<file path="src/rtl/bcu_pkg.sv">
package bcu_pkg;
  localparam int unsigned COND_W = 4;
  localparam int unsigned FLAG_W = 4;
  localparam int unsigned BASE_N = 1 << (COND_W - 1);

  typedef enum logic [COND_W-2:0] {
    BASE_ALW = 3'd0,
    BASE_HI  = 3'd1,
    BASE_HS  = 3'd2,
    BASE_NE  = 3'd3,
    BASE_VC  = 3'd4,
    BASE_PL  = 3'd5,
    BASE_GE  = 3'd6,
    BASE_GT  = 3'd7
  } base_e;

  typedef struct packed {
    logic n;
    logic z;
    logic v;
    logic c;
  } flags_t;
endpackage

</file>
<file path="src/rtl/bcu_flag_eval.sv">
module bcu_flag_eval
  import bcu_pkg::*;
(
  input  flags_t            flags_i,
  output logic [BASE_N-1:0] base_o
);
  logic sgn_lt;

  always_comb begin
    sgn_lt           = flags_i.n ^ flags_i.v;
    base_o           = '0;
    base_o[BASE_ALW] = 1'b1;
    base_o[BASE_HI]  = ~flags_i.c & ~flags_i.z;
    base_o[BASE_HS]  = ~flags_i.c;
    base_o[BASE_NE]  = ~flags_i.z;
    base_o[BASE_VC]  = ~flags_i.v;
    base_o[BASE_PL]  = ~flags_i.n;
    base_o[BASE_GE]  = ~sgn_lt;
    base_o[BASE_GT]  = ~flags_i.z & ~sgn_lt;
  end
endmodule

</file>
<file path="src/rtl/bcu_bit_eval.sv">
module bcu_bit_eval #(
  parameter int unsigned DATA_W = 8
) (
  input  logic [DATA_W-1:0] mem_i,
  input  logic [DATA_W-1:0] mask_i,
  output logic              all_set_o,
  output logic              all_clr_o
);
  logic [DATA_W-1:0] miss_set;
  logic [DATA_W-1:0] miss_clr;

  for (genvar i = 0; i < DATA_W; i++) begin : g_bit
    assign miss_set[i] = mask_i[i] & ~mem_i[i];
    assign miss_clr[i] = mask_i[i] &  mem_i[i];
  end

  assign all_set_o = ~|miss_set;
  assign all_clr_o = ~|miss_clr;
endmodule

</file>
<file path="src/rtl/bcu_select.sv">
module bcu_select
  import bcu_pkg::*;
(
  input  logic [BASE_N-1:0] base_i,
  input  logic [COND_W-1:0] cond_i,
  input  logic              bit_mode_i,
  input  logic              all_set_i,
  input  logic              all_clr_i,
  output logic              take_o
);
  logic flag_take;
  logic bit_take;

  // bit 0 of the code inverts the base predicate
  assign flag_take = base_i[cond_i[COND_W-1:1]] ^ cond_i[0];
  assign bit_take  = cond_i[0] ? all_clr_i : all_set_i;
  assign take_o    = bit_mode_i ? bit_take : flag_take;
endmodule

</file>
<file path="src/rtl/branch_cond_unit.sv">
module branch_cond_unit
  import bcu_pkg::*;
#(
  parameter int unsigned DATA_W = 8
) (
  input  logic              clk_i,
  input  logic              rst_ni,
  input  logic              valid_i,
  input  logic [3:0]        cond_i,
  input  logic              bit_mode_i,
  input  logic [3:0]        flags_i,
  input  logic [DATA_W-1:0] mem_i,
  input  logic [DATA_W-1:0] mask_i,
  output logic              valid_o,
  output logic              take_o,
  output logic [3:0]        flags_o
);
  logic [BASE_N-1:0] base;
  logic              all_set;
  logic              all_clr;
  logic              take_d;

  bcu_flag_eval u_flag (
    .flags_i (flags_t'(flags_i)),
    .base_o  (base)
  );

  bcu_bit_eval #(.DATA_W(DATA_W)) u_bit (
    .mem_i     (mem_i),
    .mask_i    (mask_i),
    .all_set_o (all_set),
    .all_clr_o (all_clr)
  );

  bcu_select u_sel (
    .base_i     (base),
    .cond_i     (cond_i),
    .bit_mode_i (bit_mode_i),
    .all_set_i  (all_set),
    .all_clr_i  (all_clr),
    .take_o     (take_d)
  );

  always_ff @(posedge clk_i or negedge rst_ni) begin
    if (!rst_ni) begin
      valid_o <= 1'b0;
      take_o  <= 1'b0;
      flags_o <= '0;
    end else begin
      valid_o <= valid_i;
      take_o  <= valid_i & take_d;
      if (valid_i) flags_o <= flags_i;
    end
  end
endmodule

</file>
<file path="config.mk">
export PLATFORM = sky130hd
export DESIGN_NAME = branch_cond_unit
export DESIGN_NICKNAME = d
export VERILOG_FILES = /design/src/rtl/bcu_pkg.sv /design/src/rtl/bcu_flag_eval.sv /design/src/rtl/bcu_bit_eval.sv /design/src/rtl/bcu_select.sv /design/src/rtl/branch_cond_unit.sv
export SDC_FILE = /design/constraint.sdc
export NUM_CORES = 1
export LEC_CHECK = 0
export ABC_AREA = 1
export CORE_AREA = 2 2 39 41
export CTS_BUF_LIST = sky130_fd_sc_hd__clkbuf_8
export DETAILED_ROUTE_END_ITERATION = 16
export DIE_AREA = 0 0 41 43
export DONT_BUFFER_PORTS = 1
export GPL_TIMING_DRIVEN = 0
export PLACE_DENSITY = 0.6
export REMOVE_ABC_BUFFERS = 1
export SYNTH_ARGS = -nofsm -noshare
export SYNTH_HDL_FRONTEND = slang
export SYNTH_SLANG_ARGS = --single-unit
</file>
<file path="constraint.sdc">
create_clock -name clk_i -period 1 [get_ports clk_i]
set_input_delay 0.15 -clock clk_i [delete_from_list [all_inputs] [get_ports clk_i]]
set_output_delay 0.15 -clock clk_i [all_outputs]
set_load 0.02 [all_outputs]
</file>
==> impl_metrics.toml <==
[setup_path]
start_kind = "flop"
cp.required_ns = 1.10
slowest_delay_ns = 0.45
critical_path.top_delay_family = "flip-flops"
reg2reg_to = "flags_o[0]$_DFFE_PN0P_"
critPathMaxFanout = 2
reg2regPathDepth = 1
r2r-start = "flags_o[0]$_DFFE_PN0P_"
setup.worst_path.start = "flags_o[0]$_DFFE_PN0P_"
path_depth = 1
path_cells = "mux2_2"
worstPathArrival_ns = 0.96
cp_num_buf_inv = 0
r2r_slack_ns = 0.15
critPathKind = "reg -> reg"
cp_slowest_cell = "dfrtp_1"
end_kind = "flop"
crit_end = "flags_o[0]$_DFFE_PN0P_"

[floorplan]
die_area_mm2 = 0.00176
start_util = 0.326
die_w_um = 41
rows = 14
ioPinCount = 34
core-area_mm2 = 0.00138
die_y_um = 43

[drt]
ant_nets = 0
routedWlPerCell_um = 9.75
dr.pass1.iters = 2
post-route-drc-count = 0
postRouteWirelength_um = 907
num_vias = 429
drtIter0Drc = 4
viasPerCell = 4.61

[synth]
yosys_warnings = 0
ys_ff_latch = 6
yosys.area.top_type = "dfrtp_1"
synth_edf_count = 0
synth_common_cells = "25 x nand2_1, 13 x inv_1, 8 x nor2_1"
seq_area_frac_synth = 0.332
ys_types = 13
synth_top_area_frac = 0.332
syn-cell-area_um2 = 452
synth.area.top_cells = "dfrtp_1 33%, nand2_1 21%, inv_1 11%"
syn_avg_cell_area_um2 = 6.19
synthCells = 73
synth_ff_type = "dfrtp_1"
async_reset_ff_frac = 1.00
synth_most_common_cell = "nand2_1"

[cts]
numCtsBuffers = 3
cts.sinks = 6
cts_setup_buffers = 0
cts_buffer_depth = 2
htreeDepth = 1
cts.repair.resized = 0
hold_buffers = 2
clock_latency_ns = 0.22
root_buffer = "clkbuf_8"
cts_tree = "done"
cts.clk_slew.worst_paths_ns = 0.03

[finish]
utilization = 0.382
fill_cells = 153
area_growth_pct = 16.9
layout-drive-gt1-share = 0.104
finalNonFillerCells = 93
layout.nets = 107
diodes = 0

[placed_design]
dp_hpwl_um = 770
place_congestion = 0.703
io_buffers = 0
place_inst = 88
dpl_worst_slack_ns = 0.152

[timing]
fin_skew_ns = 0
setup_slack_ns = 0.146
timing.final.max_slew_violations = 0
hold_viol = 0
max_freq_mhz = 1170
relSlewSlack = 0.819
period_needed_ns = 0.854
finalSetupViolCount = 0
rsz0062_at_grt = "no"
worst_pin_slew_ns = 0.270
fin_tns_setup_ns = 0
period_share = 0.854

[grt]
grt_max_degree = 9
antenna_found_initial = 0
overflow = 0
track_usage = 0.121
grt_pass1_vias = 380
grt_pass1_wl_mm = 1.36

[min_path]
hold_class = "in -> reg"
min_path_cells = 1

[status]
status = "completed"

[power_and_ir_drop]
power_density_mw_per_mm2 = 1450
total_power_mw = 0.764
ir_drop_v = 0.00104
p_leak_nw = 0.296

[job]
cap_violations = 0
[sequential cells by signal, summed over array words and instances (netlist names)]
register  cells
take_o        1
flags_o       4
valid_o       1
[report_power, final]
group	internal, mW	switching, mW	leakage [nW]
Clock	0.258	0.100	0.0216
Sequential	0.265	0.0374	0.0705
Combinational	0.0516	0.0517	0.204
Total	0.575	0.189	0.296
[layout by cell type (no fill, tap or decap)]
master,count
nand3_1,4
nand2_1,25
nor2_1,8
o21ai_0,1
a21oi_1,7
dfrtp_1,6
clkbuf_8,3
dlygate4sd3_1,2
inv_1,13
mux2_2,2
nand3_2,2
o21ai_1,2
nand3b_1,1
inv_2,1
[kinds of logic after synthesis]
group | share of synthesized area
AO/OA/AOI/OAI | 0.111
buffers and inverters | 0.127
flip-flops | 0.332
multiplexers | 0.0499
AND/OR/NAND/NOR | 0.380
[final cells by class]
type                            instances  area (um2)  share of cell area
Inverter                               14        52.6              0.0995
Clock buffer                            3        41.3              0.0782
Multi-Input combinational cell         52         244               0.462
Timing Repair Buffer                    2        20.0              0.0379
Tap cell                               16        20.0              0.0379
Sequential cell                         6         150               0.284
[worst min path at each step]
stage,to,slack [ns],startpoint
after floorplan,flags_o[0]$_DFFE_PN0P_,-0.15,rst_ni
after global placement,valid_o$_DFF_PN0_,-0.15,rst_ni
after detailed placement,valid_o$_DFF_PN0_,-0.15,rst_ni
after CTS,flags_o[3]$_DFFE_PN0P_,0.01,valid_i
after global routing,flags_o[1]$_DFFE_PN0P_,0.01,valid_i
final,flags_o[3]$_DFFE_PN0P_,0.02,valid_i
[routing by layer]
metal / global-route usage / part of all wire
met1: 0.129 / 0.39
met2: 0.163 / 0.45
met3: 0.0890 / 0.15
met4: 0.0800 / 0.0099
met5: 0 / 0
[stage by stage]
stage / instance area [um2] / hold slack, ns
global route: 528 / 0.0150
global placement: 467 / -0.145
CTS: 528 / 0.0115
floorplan: 447 / -0.146
detailed placement: 467 / -0.145
finish: 528 / 0.0159
Power figures use the tool's default switching activity.
